<file path="src/rtl/vic_pkg.sv">
package vic_pkg;
    localparam int NLINES = 8;
    localparam int LW     = $clog2(NLINES);
    localparam int VW     = 8;
    localparam int BW     = VW - LW;

    typedef enum logic [1:0] {
        ST_IDLE = 2'd0,
        ST_REQ  = 2'd1,
        ST_VEC  = 2'd2
    } vic_state_e;

    typedef enum logic [1:0] {
        CFG_BASE = 2'd0,
        CFG_MASK = 2'd1,
        CFG_CASC = 2'd2
    } vic_cfg_e;
endpackage

</file>
<file path="src/rtl/vic_prio_enc.sv">
module vic_prio_enc #(
    parameter int N = 8,
    parameter int W = $clog2(N)
) (
    input  logic [N-1:0] bits,
    output logic         valid,
    output logic [W-1:0] idx
);
    always_comb begin
        valid = 1'b0;
        idx   = '0;
        for (int i = N - 1; i >= 0; i--) begin
            if (bits[i]) begin
                valid = 1'b1;
                idx   = W'(i);
            end
        end
    end
endmodule

</file>
<file path="src/rtl/vic_cfg_regs.sv">
module vic_cfg_regs
    import vic_pkg::*;
#(
    parameter int N   = NLINES,
    parameter int BWD = BW,
    parameter int DW  = VW
) (
    input  logic           clk,
    input  logic           rst_n,
    input  logic           we,
    input  logic [1:0]     sel,
    input  logic [DW-1:0]  wdata,
    output logic [BWD-1:0] base,
    output logic [N-1:0]   mask,
    output logic           casc_en
);
    always_ff @(posedge clk) begin
        if (!rst_n) begin
            base    <= '0;
            mask    <= '0;
            casc_en <= 1'b0;
        end else if (we) begin
            unique case (vic_cfg_e'(sel))
                CFG_BASE: base    <= wdata[BWD-1:0];
                CFG_MASK: mask    <= wdata[N-1:0];
                CFG_CASC: casc_en <= wdata[0];
                default:  ;
            endcase
        end
    end
endmodule

</file>
<file path="src/rtl/vic_isr_reg.sv">
module vic_isr_reg #(
    parameter int N = 8,
    parameter int W = $clog2(N)
) (
    input  logic         clk,
    input  logic         rst_n,
    input  logic         set_en,
    input  logic [W-1:0] set_idx,
    input  logic         eoi,
    output logic [N-1:0] isr,
    output logic         top_valid,
    output logic [W-1:0] top_idx
);
    logic [N-1:0] isr_nxt;

    vic_prio_enc #(.N(N), .W(W)) top_enc_i (
        .bits  (isr),
        .valid (top_valid),
        .idx   (top_idx)
    );

    always_comb begin
        isr_nxt = isr;
        if (eoi && top_valid) isr_nxt[top_idx] = 1'b0;
        if (set_en)           isr_nxt[set_idx] = 1'b1;
    end

    always_ff @(posedge clk) begin
        if (!rst_n) isr <= '0;
        else        isr <= isr_nxt;
    end
endmodule

</file>
<file path="src/rtl/vic_irq_ctrl.sv">
module vic_irq_ctrl
    import vic_pkg::*;
#(
    parameter int CASC_LINE = 2
) (
    input  logic              clk,
    input  logic              rst_n,
    input  logic [NLINES-1:0] irq_req,
    input  logic              cfg_we,
    input  logic [1:0]        cfg_sel,
    input  logic [VW-1:0]     cfg_wdata,
    input  logic              ack_i,
    input  logic              eoi_i,
    input  logic              slv_int_i,
    input  logic [VW-1:0]     slv_vec_i,
    output logic              int_o,
    output logic              vec_valid_o,
    output logic [VW-1:0]     vec_o,
    output logic              slv_ack_o
);
    localparam logic [LW-1:0] CASC_IDX = LW'(CASC_LINE);

    vic_state_e        state_q, state_d;
    logic [BW-1:0]     base_w;
    logic [NLINES-1:0] mask_w;
    logic              casc_w;
    logic [NLINES-1:0] req_eff, irr_q, pend_w, isr_w;
    logic              cand_v, isr_top_v, cand_ok, take;
    logic [LW-1:0]     cand_idx, isr_top_idx;
    logic [VW-1:0]     vec_q;
    logic              casc_sel_q, take_casc;

    vic_cfg_regs #(.N(NLINES), .BWD(BW), .DW(VW)) cfg_i (
        .clk     (clk),
        .rst_n   (rst_n),
        .we      (cfg_we),
        .sel     (cfg_sel),
        .wdata   (cfg_wdata),
        .base    (base_w),
        .mask    (mask_w),
        .casc_en (casc_w)
    );

    // Line CASC_LINE is fed by the second controller in cascade mode.
    always_comb begin
        req_eff = irq_req;
        if (casc_w) req_eff[CASC_LINE] = slv_int_i;
    end

    always_ff @(posedge clk) begin
        if (!rst_n) irr_q <= '0;
        else        irr_q <= req_eff;
    end

    assign pend_w = irr_q & ~mask_w;

    vic_prio_enc #(.N(NLINES), .W(LW)) cand_enc_i (
        .bits  (pend_w),
        .valid (cand_v),
        .idx   (cand_idx)
    );

    vic_isr_reg #(.N(NLINES), .W(LW)) isr_i (
        .clk       (clk),
        .rst_n     (rst_n),
        .set_en    (take),
        .set_idx   (cand_idx),
        .eoi       (eoi_i),
        .isr       (isr_w),
        .top_valid (isr_top_v),
        .top_idx   (isr_top_idx)
    );

    // A candidate is offered only when it outranks every in-service line.
    assign cand_ok   = cand_v && (!isr_top_v || (cand_idx < isr_top_idx));
    assign take      = (state_q == ST_REQ) && ack_i && cand_ok;
    assign take_casc = take && casc_w && (cand_idx == CASC_IDX);

    always_comb begin
        state_d = state_q;
        unique case (state_q)
            ST_IDLE: if (cand_ok) state_d = ST_REQ;
            ST_REQ: begin
                if (take)          state_d = ST_VEC;
                else if (!cand_ok) state_d = ST_IDLE;
            end
            ST_VEC:  state_d = ST_IDLE;
            default: state_d = ST_IDLE;
        endcase
    end

    always_ff @(posedge clk) begin
        if (!rst_n) begin
            state_q    <= ST_IDLE;
            vec_q      <= '0;
            casc_sel_q <= 1'b0;
        end else begin
            state_q <= state_d;
            if (take) begin
                vec_q      <= {base_w, cand_idx};
                casc_sel_q <= take_casc;
            end
        end
    end

    always_comb begin
        int_o       = 1'b0;
        vec_valid_o = 1'b0;
        vec_o       = '0;
        slv_ack_o   = take_casc;
        unique case (state_q)
            ST_IDLE: ;
            ST_REQ:  int_o = 1'b1;
            ST_VEC: begin
                vec_valid_o = 1'b1;
                vec_o       = casc_sel_q ? slv_vec_i : vec_q;
            end
            default: ;
        endcase
    end
endmodule

</file>
<file path="config.mk">
export PLATFORM = sky130hd
export DESIGN_NAME = vic_irq_ctrl
export DESIGN_NICKNAME = d
export VERILOG_FILES = /design/src/rtl/vic_pkg.sv /design/src/rtl/vic_prio_enc.sv /design/src/rtl/vic_cfg_regs.sv /design/src/rtl/vic_isr_reg.sv /design/src/rtl/vic_irq_ctrl.sv
export SDC_FILE = /design/constraint.sdc
export NUM_CORES = 1
export LEC_CHECK = 0
export CORE_UTILIZATION = 40
export CTS_CLUSTER_DIAMETER = 150
export DETAILED_ROUTE_END_ITERATION = 8
export HOLD_SLACK_MARGIN = 0.05
export PLACE_DENSITY = 0.66
export SLEW_MARGIN = 20
export SYNTH_ARGS = -nofsm -noshare
export SYNTH_HDL_FRONTEND = slang
export SYNTH_SLANG_ARGS = --single-unit
</file>
<file path="constraint.sdc">
create_clock -name clk -period 4.1 [get_ports clk]
set_input_delay 1.23 -clock clk [delete_from_list [all_inputs] [get_ports clk]]
set_output_delay 1.23 -clock clk [all_outputs]
set_load 0.05 [all_outputs]
</file>
==> summary.md, run 1 <==
| Metric | Value |
|---|---|
| Post-CTS Hold Buffers | `0` |
| Yosys reg bits | `41` |
| Row count | `25` |
| Fin crit share | `97.1%` |
| Clk buf depth | `2` |
| Top-level I/O count | `43` |
| Register area share after synthesis | `41.0%` |
| Leakage power | `1.12 nW` |
| Area growth syn-to-layout | `42.2%` |
| HP Start | `vec_q[4]$_SDFFE_PN0N_` |
| CTS Sinks | `41` |
| Final slew viol count | `0` |
| Worst Path Required | `2870 ps` |
| Setup TNS | `0 ps` |
| Setup WS post-layout | `118 ps` |
| RSZ-0062 raised after global routing | `true` |
| H-tree depth | `2` |
| Data arrival time of the worst path | `2750 ps` |
| Avg Cell Area, Syn | `8.85 um^2` |
| Grt ovf | `0` |
| Dpl hpwl | `3.40 mm` |
| Post-route ant nets | `0` |
| Post-synthesis async set-or-reset flop share | `0%` |
| Achievable frequency | `0.251 GHz` |
| Post-synth net total | `259` |
| Clk Tree Root Cell | `clkbuf_8` |
| Post-synth EDFFs | `0` |
| Die Span Y | `72.7 um` |
| Fin Hold WS | `461 ps` |
| Max IR drop VDD | `0.000235 V` |
| Setup crit end kind | `output pin` |
| Commonest non-fill, non-tap cell in the layout | `dfxtp_1` |
| Core Footprint | `4750 um^2` |
| Iter 0 DRT Violations | `94` |
| CP max FO | `3` |
| Chip width | `72.7 um` |
| Final nets | `324` |
| Crit. Startpoint | `irr_q[4]$_SDFF_PN0_` |
| Maximum Capacitance Violations | `0` |
| Initial core utilization | `42.1%` |
| Worst r2r src | `irr_q[2]$_SDFF_PN0_` |
| Overall routing resource usage | `20.6%` |
| Worst Setup Start Kind | `register` |
| Die Area | `5290 um^2` |
| Post-synth top flop | `dfxtp_1` |
| Layout cells sized above 1 | `20.2%` |
| Vias post-DR | `1819` |
| Netlist Area Pre-Place | `2000 um^2` |
| Final setup viols | `0` |
| Synth warn | `0` |
| Post-Place Cell Area | `2530 um^2` |
| Drt pass-1 iters | `4` |
| WL final | `4.87 mm` |
| Worst clock skew | `12.2 ps` |
| TritonCTS clock tree | `yes` |
| Power Density | `334 nW/um^2` |
| Clock latency on the worst-skew pair | `300 ps` |
| Gate Count Post-Synth | `226` |
| Final min period | `3980 ps` |
| Setup CP Type | `register to output pin` |
| Final instance area | `2840 um^2` |
| Fillcell total | `429` |
| I/O Buffers | `42` |
| Final Hold Violating Endpoints | `0` |
| Worst Tran Pin Value | `558 ps` |
| Antenna violations before repair | `0` |
| CTS Buf Count | `5` |
| Slew headroom | `62.7%` |
| Yosys cell types | `40` |
| Final Util | `59.8%` |
| Status | `completed` |
| GP Congestion | `0.878` |
| Pre-CTS WS | `224 ps` |
| Largest net degree at the start of global routing | `37` |
| Wirelength per Cell | `13.6 um` |
| Most frequent cells in the layout | `40 x dfxtp_1, 34 x buf_4, 33 x clkdlybuf4s50_1` |
| CTS clk-pin slew, worst paths | `70 ps` |
| ANT cells | `0` |
| Hold/Removal Path Class | `register to register` |
| Vias in the first global route | `1785` |
| First-pass GRT wire length | `8.25 mm` |
| Vias per inst | `5.07` |
| # DRC | `0` |
cell type report:
| class | instances | area, um^2 | share of cell area (%) |
|---|---|---|---|
| flip-flops and latches | 41 | 822 | 28.9 |
| clock buffers | 7 | 86.3 | 3.04 |
| well taps | 67 | 83.8 | 2.95 |
| multi-input cells | 170 | 1200 | 42.1 |
| inverters | 5 | 18.8 | 0.660 |
| clock inverters | 1 | 30.0 | 1.06 |
| repair buffers | 68 | 606 | 21.3 |
cell usage after synthesis (all sizes together), types with 3 or more instances:
| master | n | area share, % |
|---|---|---|
| dfxtp | 41 | 41 |
| mux2i | 32 | 16 |
| nor2 | 30 | 5.6 |
| nand2 | 27 | 5.1 |
| nor2b | 10 | 3.1 |
| and2 | 8 | 2.5 |
| clkbuf | 7 | 1.3 |
| nand2b | 7 | 2.2 |
| nand3 | 7 | 1.8 |
| inv | 4 | 0.75 |
| nand3b | 4 | 1.5 |
| o211ai | 4 | 1.5 |
| o21ai | 4 | 1.0 |
| o41ai | 4 | 2.1 |
| a21oi | 3 | 0.75 |
| buf | 3 | 1.1 |
| nor4 | 3 | 1.3 |
| o31ai | 3 | 1.1 |
| or2 | 3 | 0.94 |
| or3 | 3 | 0.94 |
timing repair:
| action | 4_1_cts | 5_1_grt |
|---|---|---|
| buffers inserted | 14 | 2 |
| gates resized for setup | 4 | 12 |
| pin swaps | 6 | 4 |
| endpoints found under the setup margin | 1 | 9 |
cell families after synthesis:
group,synth area share (%)
flops,41.0
fa+ha+maj,0.625
compound gates,11.9
simple gates,27.1
mux,16.0
buf+inv,3.31
critical path, cell delays in order (launching register included):
cell,delay (ps)
dfxtp_1,310
nor2b_4,130
a2111oi_4,420
nor4_4,70
ha_2,190
or3_4,320
or2_4,230
o211ai_1,210
and4_1,240
and3_4,200
buf_12,130
flip-flops by register name, summed over array words and instances (netlist names):
| register | flops |
|---|---|
| cfg_i.casc_en | 1 |
| irr_q | 8 |
| state_q | 2 |
| vec_q | 8 |
| casc_sel_q | 1 |
| cfg_i.base | 5 |
| cfg_i.mask | 8 |
| isr_i.isr | 8 |
where the power goes:
group	leakage, nW	switching (mW)	internal [mW]
sequential	0.335	0.0108	0.413
combinational	0.724	0.0937	0.0961
clock	0.0585	0.137	0.198
path summary, 6_finish.rpt:
check	endpoint	slack, ps	cells past startpoint
worst min-delay path	vec_q[4]$_SDFFE_PN0N_	460	2
worst min register to register	vec_q[4]$_SDFFE_PN0N_	460	2
worst max-delay path	slv_ack_o	120	10
worst max register to register	casc_sel_q$_SDFFE_PN0N_	130	25
per-layer routing:
layer	vias to the layer above	wire length [um]	track usage (%)
met4	0	101	8.50
met2	60	2370	34.1
li1	913	-	-
met1	836	2100	25.2
met3	10	299	6.08
met5	-	0	0
through the flow:
step                instances  power [mW]
floorplan                 226       0.529
global placement          335       0.593
detailed placement        335       0.594
CTS                       357       0.939
global route              359       0.992
finish                    359       0.949
Power figures use the tool's default switching activity.
==> run 2: changes to the inputs <==
--- a/config.mk
+++ b/config.mk
@@ -8,8 +8,9 @@
 export CORE_UTILIZATION = 40
 export CTS_CLUSTER_DIAMETER = 150
 export DETAILED_ROUTE_END_ITERATION = 8
+export DONT_BUFFER_PORTS = 1
 export HOLD_SLACK_MARGIN = 0.05
-export PLACE_DENSITY = 0.66
+export PLACE_DENSITY = 0.54
 export SLEW_MARGIN = 20
 export SYNTH_ARGS = -nofsm -noshare
 export SYNTH_HDL_FRONTEND = slang
==> summary.md, run 2 (synthesis gave the netlist of run 1 again) <==
| Metric | Value |
|---|---|
| Final std cells w/o fill | `310` |
| Worst Tran Pin Value | `916 ps` |
| First-pass GRT wire length | `7.33 mm` |
| Seq pwr share | `48.2%` |
| Row count | `25` |
| Leakage power | `0.911 nW` |
| Multi-input logic area | `1170 um^2` |
| Layout cells sized above 1 | `17.3%` |
| Worst Path Required | `2870 ps` |
| Most frequent cells in the layout | `39 x dfxtp_1, 32 x mux2i_1, 30 x nor2_1` |
| Clk buf depth | `2` |
| Vias in the first global route | `1537` |
| RSZ-0062 raised after global routing | `true` |
| CP max FO | `3` |
| Fillcell total | `473` |
| Wirelength per Cell | `14.2 um` |
| Post-route ant nets | `0` |
| Drt pass-1 iters | `4` |
| CTS clk-pin slew, worst paths | `80 ps` |
| Worst path buffer plus inverter count | `1` |
| Overall routing resource usage | `18.3%` |
| Final min period | `3980 ps` |
| Sw Pwr | `229 uW` |
| Die Span Y | `72.7 um` |
| GP Congestion | `0.798` |
| Die Area | `5290 um^2` |
| Clock latency on the worst-skew pair | `300 ps` |
| GRT met3 Usage | `5.11%` |
| Global Route met1 Usage | `22.8%` |
| Comb power frac | `14.7%` |
| Final slew viol count | `0` |
| Setup crit end kind | `output pin` |
| Clock power frac | `37.1%` |
| TritonCTS clock tree | `yes` |
| Largest net degree at the start of global routing | `38` |
| # DRC | `0` |
| CP cell instances | `nor2b_4 > a2111oi_4 > nor4_2 > ha_2 > or3_4 > or2_4 > o211ai_1 > and4_1 > and3_4 > buf_12` |
| Slew headroom | `38.8%` |
| Internal | `650 uW` |
| Storage element area | `823 um^2` |
| Initial core utilization | `42.1%` |
| Achievable frequency | `0.251 GHz` |
| Status | `completed` |
| Power Density | `372 nW/um^2` |
| Cell Count Post-Placement | `300` |
| H-tree depth | `2` |
| Clk Tree Root Cell | `clkbuf_8` |
| Data arrival time of the worst path | `2750 ps` |
| WL final | `4.40 mm` |
| ANT cells | `0` |
| Dpl hpwl | `3.17 mm` |
| Hold/Removal Path Class | `register to register` |
| Vias post-DR | `1601` |
| Final Hold Violating Endpoints | `0` |
| Fin Hold WS | `458 ps` |
| CTS Sinks | `41` |
| Area growth syn-to-layout | `18.1%` |
| Antenna violations before repair | `0` |
| Vias per inst | `5.16` |
| Setup CP Type | `register to output pin` |
| Max IR drop VDD | `0.000190 V` |
| Delay-heaviest family, CP | `simple AND/OR/NAND/NOR gates` |
| Fin crit share | `97.2%` |
| Sw Share | `26.0%` |
| CP max stage delay | `370 ps` |
| CP max stage cell | `a2111oi_4` |
| Grt ovf | `0` |
| Core Footprint | `4750 um^2` |
| Iter 0 DRT Violations | `52` |
| Top-level I/O count | `43` |
| Final setup viols | `0` |
| Global routing usage on met2 | `29.5%` |
| Chip width | `72.7 um` |
| Worst clock skew | `9.51 ps` |
| Final nets | `275` |
| Worst Setup Start Kind | `register` |
| CTS Buf Count | `5` |
| Commonest non-fill, non-tap cell in the layout | `dfxtp_1` |
| I/O Buffers | `0` |
| Maximum Capacitance Violations | `0` |
| Gr busiest metal | `met2` |
-- run 2: worst paths after layout --
check        cells after the start  slack, ps             startpoint                       to
max                             10        120    irr_q[4]$_SDFF_PN0_                slv_ack_o
min                              2        460  vec_q[1]$_SDFFE_PN0N_    vec_q[1]$_SDFFE_PN0N_
max reg2reg                     10       1420    irr_q[4]$_SDFF_PN0_  isr_i.isr[5]$_SDFF_PN0_
min reg2reg                      2        460  vec_q[1]$_SDFFE_PN0N_    vec_q[1]$_SDFFE_PN0N_
-- run 2: final cells by class --
type                    instances  share of cell area, %
clock buffers                   6                   3.07
repair buffers                 19                   6.57
clock inverters                 2                   1.64
flip-flops and latches         41                   34.9
multi-input cells             170                   49.5
inverters                       5                  0.794
well taps                      67                   3.55
-- run 2: tightest hold or removal path: stages, from the launching register on --
cell,delay [ps]
dfxtp_1,320
nand2_1,50
mux2i_1,50
-- run 2: power by group through the flow --
stage / clock, mW / sequential (mW) / combinational [mW]
global route: 0.350 / 0.426 / 0.142
finish: 0.326 / 0.424 / 0.129
global placement: 0 / 0.432 / 0.121
detailed placement: 0 / 0.432 / 0.121
floorplan: 0 / 0.429 / 0.101
CTS: 0.334 / 0.423 / 0.124
-- run 2: through the flow --
| step | power, mW | TNS, ps | utilization (%) | cell area (um^2) | setup WS, ps |
|---|---|---|---|---|---|
| finish | 0.879 | 0 | 49.7 | 2360 | 116 |
| global route | 0.918 | -26.7 | 49.7 | 2360 | -26.7 |
| CTS | 0.881 | 0 | 48.7 | 2320 | 19.5 |
| detailed placement | 0.553 | 0 | 45.9 | 2180 | 182 |
| global placement | 0.553 | 0 | 45.9 | 2180 | 230 |
| floorplan | 0.529 | 0 | - | 2010 | 51.5 |
-- run 2: timing repair --
action	CTS	global route
cloned	0	0
gates resized for setup	3	9
endpoints found under the hold margin	0	0
hold buffers	0	0
pin swaps	6	5
setup endpoints to repair	1	1
buffers inserted	1	1
-- run 2: layer usage --
layer / wire, um / vias to the layer above
li1: - / 817
met1: 2130 / 725
met2: 1940 / 52
met3: 239 / 7
met4: 88 / 0
met5: 0 / -
